==> config.mk <==
export PLATFORM = sky130hd
export DESIGN_NAME = cq_thread
export DESIGN_NICKNAME = d
export VERILOG_FILES = /design/src/rtl/cq_pkg.sv /design/src/rtl/cq_decode.sv /design/src/rtl/cq_fetch.sv /design/src/rtl/cq_irq.sv /design/src/rtl/cq_thread.sv
export SDC_FILE = /design/constraint.sdc
export NUM_CORES = 1
export LEC_CHECK = 0
export BUFFER_PORTS_ARGS = -buffer_cell sky130_fd_sc_hd__buf_2
export CELL_PAD_IN_SITES_DETAIL_PLACEMENT = 0
export CELL_PAD_IN_SITES_GLOBAL_PLACEMENT = 2
export CORE_UTILIZATION = 35
export DETAILED_ROUTE_END_ITERATION = 6
export HOLD_SLACK_MARGIN = 0.05
export PLACE_DENSITY = 0.95
export SYNTH_ARGS = -nofsm -noshare
export SYNTH_HDL_FRONTEND = slang
export SYNTH_HIERARCHICAL = 1
export SYNTH_SLANG_ARGS = --single-unit
==> constraint.sdc <==
create_clock -name clk -period 9.9 [get_ports clk]
set_clock_uncertainty 0.1 [all_clocks]
set_input_delay 1.485 -clock clk [delete_from_list [all_inputs] [get_ports clk]]
set_output_delay 1.485 -clock clk [all_outputs]
set_load 0.05 [all_outputs]
==> src/rtl/cq_pkg.sv <==
package cq_pkg;
  localparam logic [7:0] OFF_WRST = 8'h00;
  localparam logic [7:0] OFF_EN   = 8'h04;
  localparam logic [7:0] OFF_SUSP = 8'h08;
  localparam logic [7:0] OFF_STAT = 8'h0C;
  localparam logic [7:0] OFF_ISTS = 8'h10;
  localparam logic [7:0] OFF_IEN  = 8'h14;
  localparam logic [7:0] OFF_PC   = 8'h20;
  localparam logic [7:0] OFF_END  = 8'h24;
  localparam logic [7:0] OFF_WTOK = 8'h30;
  localparam logic [7:0] OFF_PRIO = 8'h40;

  localparam logic [31:0] JMP_ABS = 32'h1000_0001;
  localparam logic [31:0] JMP_REL = 32'h1000_0000;
  localparam logic [7:0]  OP_WAIT = 8'h20;
  localparam logic [7:0]  OP_NOP  = 8'h40;

  localparam logic [31:0] IRQ_MASK = 32'h0000_0013;

  typedef enum logic [1:0] {K_NOP, K_WAIT, K_JUMP, K_BAD} kind_e;
endpackage

==> src/rtl/cq_decode.sv <==
module cq_decode
  import cq_pkg::*;
#(
  parameter logic [31:0] LIMIT = 32'h100
) (
  input  logic [63:0] instr,
  input  logic [31:0] pc,
  output kind_e       kind,
  output logic [31:0] target
);
  logic [31:0] hi, lo;
  assign hi = instr[63:32];
  assign lo = instr[31:0];

  always_comb begin
    target = pc;
    kind   = K_BAD;
    if (hi == JMP_ABS || hi == JMP_REL) begin
      target = (hi == JMP_ABS) ? lo : pc + lo;
      kind   = (target >= LIMIT) ? K_BAD : K_JUMP;
    end else if (instr[63:56] == OP_WAIT) begin
      kind = K_WAIT;
    end else if (instr[63:56] == OP_NOP) begin
      kind = K_NOP;
    end
  end
endmodule

==> src/rtl/cq_fetch.sv <==
module cq_fetch #(
  parameter int SHIFT = 3
) (
  input  logic        clk,
  input  logic        rst,
  input  logic        issue,
  input  logic [31:0] pc,
  input  logic        flush,
  input  logic        mem_rvalid,
  output logic        mem_req,
  output logic [31:0] mem_addr,
  output logic        busy,
  output logic        rsp_ok
);
  logic disc_q;

  always_ff @(posedge clk) begin
    if (rst) begin
      mem_req  <= 1'b0;
      mem_addr <= '0;
      busy     <= 1'b0;
      disc_q   <= 1'b0;
    end else begin
      mem_req <= issue;
      if (issue) mem_addr <= pc << SHIFT;
      if (issue) busy <= 1'b1;
      else if (mem_rvalid) busy <= 1'b0;
      if (mem_rvalid) disc_q <= 1'b0;
      else if (flush && busy) disc_q <= 1'b1;
    end
  end

  assign rsp_ok = mem_rvalid & busy & ~disc_q & ~flush;
endmodule

==> src/rtl/cq_irq.sv <==
module cq_irq
  import cq_pkg::*;
(
  input  logic        clk,
  input  logic        rst,
  input  logic        set_done,
  input  logic        set_err,
  input  logic        sts_we,
  input  logic        ien_we,
  input  logic        ien_clr,
  input  logic [31:0] wdata,
  output logic [31:0] sts_word,
  output logic [31:0] ien_word,
  output logic        irq
);
  logic [31:0] set_v, kept;

  always_comb begin
    set_v = '0;
    set_v[0] = set_done;
    set_v[4] = set_err;
    kept = sts_we ? (sts_word & wdata) : sts_word;
  end

  always_ff @(posedge clk) begin
    if (rst) begin
      sts_word <= '0;
      ien_word <= '0;
      irq      <= 1'b0;
    end else begin
      sts_word <= (kept | set_v) & IRQ_MASK;
      if (ien_clr) ien_word <= '0;
      else if (ien_we) ien_word <= wdata & IRQ_MASK;
      irq <= |(sts_word & ien_word);
    end
  end
endmodule

==> src/rtl/cq_thread.sv <==
module cq_thread
  import cq_pkg::*;
#(
  parameter int          SHIFT  = 3,
  parameter logic [31:0] LIMIT  = 32'h100,
  parameter int          PRIO_W = 3,
  parameter int          RAW    = 8
) (
  input  logic           clk,
  input  logic           rst,
  input  logic           reg_we,
  input  logic [RAW-1:0] reg_addr,
  input  logic [31:0]    reg_wdata,
  output logic [31:0]    reg_rdata,
  output logic           mem_req,
  output logic [31:0]    mem_addr,
  input  logic           mem_rvalid,
  input  logic [63:0]    mem_rdata,
  input  logic           evt_in,
  output logic           irq
);
  localparam logic [31:0] INC = 32'(8 >> SHIFT);

  logic              wrst_q, en_q, susp_q, halt_q, wait_q;
  logic [31:0]       pc_q, end_q;
  logic [PRIO_W-1:0] prio_q;
  logic              busy, rsp_ok, issue, flush, done_hit, exec, wrst_done;
  logic              w_wrst, w_en, w_susp, w_ists, w_ien, w_pc, w_end, w_prio;
  logic [31:0]       sts_word, ien_word, target;
  kind_e             kind;

  assign w_wrst = reg_we && reg_addr == RAW'(OFF_WRST);
  assign w_en   = reg_we && reg_addr == RAW'(OFF_EN);
  assign w_susp = reg_we && reg_addr == RAW'(OFF_SUSP);
  assign w_ists = reg_we && reg_addr == RAW'(OFF_ISTS);
  assign w_ien  = reg_we && reg_addr == RAW'(OFF_IEN);
  assign w_pc   = reg_we && reg_addr == RAW'(OFF_PC);
  assign w_end  = reg_we && reg_addr == RAW'(OFF_END);
  assign w_prio = reg_we && reg_addr == RAW'(OFF_PRIO);

  assign wrst_done = wrst_q & ~busy;
  assign flush     = w_pc | wrst_done;
  assign issue     = en_q & ~susp_q & ~halt_q & ~wait_q & ~wrst_q & ~busy &
                     ~reg_we & (pc_q != end_q);
  assign done_hit  = en_q & ~halt_q & ~wait_q & ~wrst_q & ~busy & ~reg_we &
                     (pc_q == end_q);
  assign exec      = rsp_ok & en_q & ~wrst_q;

  cq_fetch #(.SHIFT(SHIFT)) u_fetch (
    .clk(clk), .rst(rst), .issue(issue), .pc(pc_q), .flush(flush),
    .mem_rvalid(mem_rvalid), .mem_req(mem_req), .mem_addr(mem_addr),
    .busy(busy), .rsp_ok(rsp_ok)
  );

  cq_decode #(.LIMIT(LIMIT)) u_dec (
    .instr(mem_rdata), .pc(pc_q), .kind(kind), .target(target)
  );

  cq_irq u_irq (
    .clk(clk), .rst(rst), .set_done(done_hit), .set_err(exec && kind == K_BAD),
    .sts_we(w_ists), .ien_we(w_ien), .ien_clr(wrst_done), .wdata(reg_wdata),
    .sts_word(sts_word), .ien_word(ien_word), .irq(irq)
  );

  always_ff @(posedge clk) begin
    if (rst || wrst_done) begin
      wrst_q <= 1'b0;
      en_q   <= 1'b0;
      susp_q <= 1'b0;
      halt_q <= 1'b0;
      wait_q <= 1'b0;
      pc_q   <= '0;
      end_q  <= '0;
      prio_q <= '0;
    end else begin
      if (w_wrst && reg_wdata[0]) wrst_q <= 1'b1;
      if (w_en) en_q <= reg_wdata[0];
      else if (done_hit) en_q <= 1'b0;
      if (w_susp) susp_q <= reg_wdata[0];
      if (w_end) end_q <= reg_wdata;
      if (w_prio) prio_q <= reg_wdata[PRIO_W-1:0];
      if (w_pc) begin
        pc_q   <= reg_wdata;
        halt_q <= 1'b0;
        wait_q <= 1'b0;
      end else if (exec) begin
        case (kind)
          K_NOP:  pc_q <= pc_q + INC;
          K_WAIT: if (evt_in) pc_q <= pc_q + INC; else wait_q <= 1'b1;
          K_JUMP: pc_q <= target;
          default: halt_q <= 1'b1;
        endcase
      end else if (wait_q && evt_in) begin
        wait_q <= 1'b0;
        pc_q   <= pc_q + INC;
      end
    end
  end

  always_ff @(posedge clk) begin
    if (rst) reg_rdata <= '0;
    else begin
      case (reg_addr)
        RAW'(OFF_WRST): reg_rdata <= {31'd0, wrst_q};
        RAW'(OFF_EN):   reg_rdata <= {31'd0, en_q};
        RAW'(OFF_SUSP): reg_rdata <= {31'd0, susp_q};
        RAW'(OFF_STAT): reg_rdata <= {30'd0, susp_q & ~busy, 1'b0};
        RAW'(OFF_ISTS): reg_rdata <= sts_word;
        RAW'(OFF_IEN):  reg_rdata <= ien_word;
        RAW'(OFF_PC):   reg_rdata <= pc_q;
        RAW'(OFF_END):  reg_rdata <= end_q;
        RAW'(OFF_WTOK): reg_rdata <= {wait_q, 31'd0};
        RAW'(OFF_PRIO): reg_rdata <= 32'(prio_q);
        default:        reg_rdata <= '0;
      endcase
    end
  end
endmodule

==> results of run 1 <==
==> registers in the layout (all words and copies together) (netlist names), 3 cells and up <==
signal            count
prio_q                3
u_irq/ien_word        3
end_q                32
pc_q                 32
reg_rdata            32
u_fetch/mem_addr     29
u_irq/sts_word        3
==> cells by family after synthesis <==
| family | synth area share (%) |
|---|---|
| other | 0.0752 |
| XOR/XNOR | 6.40 |
| AO/OA/AOI/OAI | 25.2 |
| flip-flops | 28.7 |
| multiplexers | 4.97 |
| adder cells (fa/ha/maj) | 4.21 |
| AND/OR/NAND/NOR | 21.2 |
| buffers and inverters | 9.33 |
==> how the worst max path moves through the flow <==
| stage | startpoint | endpoint | slack [ns] | cells past startpoint |
|---|---|---|---|---|
| 2_1_floorplan | mem_rdata[8] | pc_q[4] | 4.25 | 19 |
| 3_3_place_gp | mem_rdata[0] | pc_q[21] | 2.91 | 20 |
| 3_5_place_dp | mem_rdata[62] | pc_q[21] | 2.83 | 16 |
| 4_1_cts | mem_rdata[62] | pc_q[21] | 3.25 | 16 |
| 5_1_grt | mem_rdata[62] | pc_q[21] | 2.61 | 16 |
| 6_report | mem_rdata[37] | pc_q[21] | 3.07 | 16 |
==> power by group <==
part / total, mW / internal, mW / switching (mW)
combinational: 0.100 / 0.0361 / 0.0639
sequential: 0.576 / 0.575 / 0.000876
clock: 0.697 / 0.410 / 0.288
==> per-layer routing <==
metal	global-route usage [%]	vias to the layer above	share of wire [%]
met5	0	-	0
li1	-	4843	-
met3	3.24	45	5.3
met2	39.7	322	48
met4	6.79	0	1.8
met1	29.7	4677	45
==> layout by cell type, fill, tap and decap left out, types with 5 or more instances in the layout <==
master     synthesis  final
o211ai_1           8      8
a211oi_1           7      7
nor2_2             2      6
a211o_1           11     11
nand4_1           19     19
conb_1             2     61
a221oi_1           5      5
a21oi_1          140    140
nor2_1           113    109
clkbuf_16          0     17
o31ai_1            8      8
mux2i_1           44     44
nand3b_1           5      5
a31oi_1           19     19
nor3_1            22     21
o21ai_1            5      5
xnor2_1           23     23
ha_1              32     32
and2_1             9      9
and3_1            10     10
nand3_1           26     26
o21ai_0           66     66
a22oi_1           63     63
o21a_1             6      6
inv_1             11     11
nor4_1            20     20
and4_1             5      5
buf_4             62     18
nand2_1          177    177
mux2_2             5      5
xor2_1            50     50
dfxtp_1          143    143
buf_2             11    171
o22ai_1            8      8
or3_1              7      7
nand2b_1           8      7
a21o_1             9      9
==> critical path, stage by stage <==
cell and delay (ns):
buf_2 0.10, nor4_1 0.31, nand3_1 0.15, nor3_2 0.40
and2_1 0.71, o21ai_0 0.27, nand4bb_1 0.28, nor4_1 0.28
nand4_1 0.13, nor4_1 0.18, a31oi_1 0.23, nor4bb_1 0.64
and2_1 1.02, a211oi_1 0.31, a221o_1 0.43, a21oi_1 0.14
==> stage by stage <==
step	cells	cell area [sq um]	worst slack, ns	total power, mW
finish	1815	11400	3.07	1.37
global route	1815	11400	2.61	1.41
CTS	1815	11400	3.25	1.38
detailed placement	1783	10800	2.83	0.688
global placement	1783	10800	2.91	0.688
floorplan	1362	10200	4.25	0.658
==> final cells by class <==
class                           count  area share, %
Multi-Input combinational cell   1062           56.3
Sequential cell                   143           25.1
Timing Repair Buffer              189           8.68
Tap cell                          378           4.14
Clock buffer                       19           3.88
Clock inverter                     13           1.53
Inverter                           11          0.362
==> results.toml, run 1 <==
[synth]
synth-seq-cells = 143
ys_types = 86
synth_area_sq_um = 9990
ys_top_cells_by_area = "dfxtp_1 (29%), a21oi_1 (7.0%), nand2_1 (6.7%), a22oi_1 (4.7%), buf_4 (4.7%)"
synth_edf_count = 0
synth_most_common_cell = "nand2_1"
ys.flop_type = "dfxtp_1"
synth_area_leader_cell = "dfxtp_1"
synth-warning-count = 6
netlist_top_cells_count = "nand2_1 (177), dfxtp_1 (143), a21oi_1 (140), nor2_1 (113), o21ai_0 (66)"
syn_area_per_cell_sq_um = 7.66
synth-async-reset-ratio_pct = 0
ys_seq_area_share_pct = 28.7
synthCells = 1303
synth_top_cell_area_share_pct = 28.7

[sta]
relSlewSlack_pct = 18.4
tns_ns = 0
fmax_mhz = 146
finalHoldViolCount = 0
period_needed_ns = 6.83
setup_viol = 0
min_period_over_period_pct = 69.0
slew_violations = 0
fin_hold_ws_ns = 0.355
worst_slew_pin_slew_ns = 1.22
grt_setup_unrepaired = "false"

[routing]
first_iter_violations = 658
vias = 9887
via_per_inst = 5.45
drt_wl_total_um = 34000
drcViolationCount = 0
drt-pass1-iter-count = 5
wl_per_cell_um = 18.7
drtAntennaViolNets = 0

[finish]
area_growth_syn_to_layout_pct = 14.3
fillers = 2967
multi_input_area_sq_um = 6430
utilization_pct = 40.9
nets = 1566
antenna_cells = 0
drive_above_1_share_pct = 17.7
regArea_sq_um = 2860

[hold_path]
holdPathEnd = "prio_q[2]"
hold_path_depth = 2
hp-start = "prio_q[2]"
hold_path.class = "flip-flop to flip-flop"

[cts]
cts-buffers-inserted = 17
cts_setup_buffers = 0
cts_hold_buf = 0
clk_pin_slew_ns = 0.07
clock_latency_ns = 0.44
cts_sinks = 143
cts_tree = "yes"
htreeDepth = 4
clockRootBuffer = "clkbuf_16"
post_cts_resized = 0
clockBufferDepth = 2

[pwr]
power.density_nw_per_um2 = 120
vdd_ir_drop_max_v = 0.000101
cellLeakagePower_nw = 4.64

[die]
die_w_um = 171
start_util_pct = 35.7
fp.coreArea_sq_um = 27900
num_rows = 61
die-area_sq_um = 29200
ios = 175
die_h_um = 171

[global_route]
grt_pass1_vias = 9226
antenna_found_initial = 0
grt_max_degree = 56
grt_use_total_pct = 23.0
grt_pass1_wl_um = 51400
overflow = 0

[placement]
portBuffers = 171
place_congestion = 0.923
dp.final_hpwl_um = 25300

[critical_path]
reg2reg_from = "pc_q[8]"
crit_fanout = 29
cp-end-kind = "flip-flop"
critPathArrivalTime_ns = 7.09
rr_worst_depth = 18
rr_endpoint = "pc_q[21]"
rrSetupSlack_ns = 3.62
critPathKind = "input pin to flip-flop"
cp-start-kind = "input pin"
required_ns = 10.16

[job]
cap_violations = 0

[run_status]
status = "finished clean"
Power figures use the tool's default switching activity.
==> run 2: changes to the inputs <==
CORE_UTILIZATION = 30   (was 35)
PLACE_DENSITY = 0.87   (was 0.95)
clock period = 5.6 ns   (was 9.9 ns; I/O delays follow)
==> results.toml, run 2 (same netlist as run 1, synthesis figures left out) <==
[run_status]
status = "finished clean"

[hold_path]
holdPathEnd = "prio_q[2]"
hold_path_depth = 2
hold_path.class = "flip-flop to flip-flop"
hp-start = "prio_q[2]"

[cts]
clockRootBuffer = "clkbuf_16"
cts_hold_buf = 0
clock_latency_ns = 0.44
cts_sinks = 143
htreeDepth = 4
cts_setup_buffers = 0
cts_tree = "yes"
post_cts_resized = 0
clockBufferDepth = 2
cts-buffers-inserted = 17
clk_pin_slew_ns = 0.06

[finish]
mostFrequentLayoutCells = "nand2_1 (177), buf_2 (171), dfxtp_1 (143), a21oi_1 (140), nor2_1 (109)"
final_common_cell = "nand2_1"
fillers = 3511
fin_cells = 1926
antenna_cells = 0
final_area_sq_um = 11800
drive_above_1_share_pct = 20.1
utilization_pct = 36.3
reg_top3 = "end_q x32, pc_q x32, reg_rdata x32"
area_growth_syn_to_layout_pct = 18.7
nets = 1613

[pwr]
pwr-share-comb_pct = 7.7
switching_share_pct = 24.7
clkPwrFrac_pct = 49.6
p_switching_mw = 0.588
vdd_ir_drop_max_v = 0.000220
power.density_nw_per_um2 = 201
p_int_mw = 1.80
cellLeakagePower_nw = 4.87
p_seq_share_pct = 42.7

[critical_path]
cp-start-kind = "input pin"
cpPeakStageDelay_ns = 0.48
critPathKind = "input pin to flip-flop"
rr_worst_depth = 21
rrSetupSlack_ns = 0.61
reg2reg_from = "pc_q[3]"
rr_endpoint = "pc_q[25]"
slowest_stage = "a2111oi_4"
crit_fanout = 24
cp-end-kind = "flip-flop"
critPathArrivalTime_ns = 5.37
crit_chain = "buf_2 -> ha_1 -> a21oi_2 -> o21bai_2 -> o21ai_2 -> nand2_2 -> a2111oi_4 -> nor2_2 -> a311o_1 -> a21oi_2 -> xor2_1 -> o21ai_1 -> nor4_1 -> a31oi_1 -> nor4bb_1 -> buf_4 -> and2_1 -> buf_12 -> a211oi_1 -> buf_4 -> a21oi_1 -> a32o_1"
required_ns = 5.82

[routing]
vias = 9961
drt_wl_total_um = 35900
wl_met1_um = 15800
wl_met3_um = 2020
drcViolationCount = 0
wl_met2_um = 17500
drtAntennaViolNets = 0
highest_layer = "met4"
via_per_inst = 5.17
first_iter_violations = 702
drt-pass1-iter-count = 7
wl_per_cell_um = 18.6

[global_route]
grt_pass1_wl_um = 55000
grt_max_degree = 56
overflow = 0
grt_pass1_vias = 9524
grt_use_total_pct = 21.4
antenna_found_initial = 0

[placement]
dp.final_hpwl_um = 28100
place_congestion = 0.888
placedCellCount = 1894
portBuffers = 171
dpl_cell_area_sq_um = 11300

[die]
die_h_um = 184
die_w_um = 184
fp.coreArea_sq_um = 32600
die-area_sq_um = 34000
num_rows = 66
ios = 175
start_util_pct = 30.6

[sta]
setup_viol = 0
finalHoldViolCount = 0
grt_setup_unrepaired = "false"
period_needed_ns = 5.15
tns_ns = 0
fmax_mhz = 194
worst_slew_pin_slew_ns = 1.20
slew_violations = 0
min_period_over_period_pct = 91.9
fin_hold_ws_ns = 0.356
relSlewSlack_pct = 19.8

[job]
cap_violations = 0
-- run 2: cell count changes in the layout (fill, tap and decap cells not counted) --
cell / previous run / this run
buf_4: 18 / 63
clkbuf_1: 1 / 4
clkinv_4: 3 / 0
clkinvlp_4: 0 / 3
buf_12: 0 / 2
inv_6: 3 / 1
inv_8: 2 / 0
clkinv_2: 2 / 3
-- run 2: worst max-delay path by stage --
stage,startpoint,to,cells past startpoint,slack (ns)
global placement,mem_rdata[3],pc_q[20],22,0.08
detailed placement,mem_rdata[3],pc_q[25],22,0.08
floorplan,mem_rdata[8],pc_q[4],19,0.59
global route,mem_rdata[0],pc_q[20],23,0.01
finish,mem_rdata[3],pc_q[25],22,0.45
CTS,mem_rdata[3],pc_q[25],22,0.52
-- run 2: layout make-up --
type / instances / area, sq um / share of cell area, %
multi-input cells: 1062 / 6430 / 54.3
flip-flops and latches: 143 / 2860 / 24.2
repair buffers: 236 / 1370 / 11.6
well taps: 442 / 553 / 4.67
clock buffers: 22 / 454 / 3.83
clock inverters: 10 / 136 / 1.15
inverters: 11 / 41.3 / 0.348
-- run 2: per-stage QoR --
step,setup WS [ns],total power [mW]
after floorplan,0.594,1.16
after global placement,0.0780,1.22
after detailed placement,0.0826,1.22
after CTS,0.519,2.40
after global routing,0.0113,2.46
final,0.453,2.38
-- run 2: worst max-delay path, delay by kind of cell --
kind,cells,cell delay [ns]
buf+inv,4,0.64
compound gates,11,2.85
simple gates,5,0.64
xor+xnor,1,0.07
fa+ha+maj,1,0.33
-- run 2: power groups by stage --
| stage | logic (mW) | clock network [mW] | registers, mW |
|---|---|---|---|
| after floorplan | 0.121 | 0 | 1.04 |
| after global placement | 0.183 | 0 | 1.04 |
| after detailed placement | 0.183 | 0 | 1.04 |
| after CTS | 0.184 | 1.20 | 1.02 |
| after global routing | 0.203 | 1.24 | 1.02 |
| final | 0.184 | 1.18 | 1.02 |
-- run 2: routing by layer --
| layer | track usage, % | vias up |
|---|---|---|
| li1 | - | 4934 |
| met1 | 27.8 | 4697 |
| met2 | 36.6 | 297 |
| met3 | 3.40 | 33 |
| met4 | 5.67 | 0 |
| met5 | 0 | - |
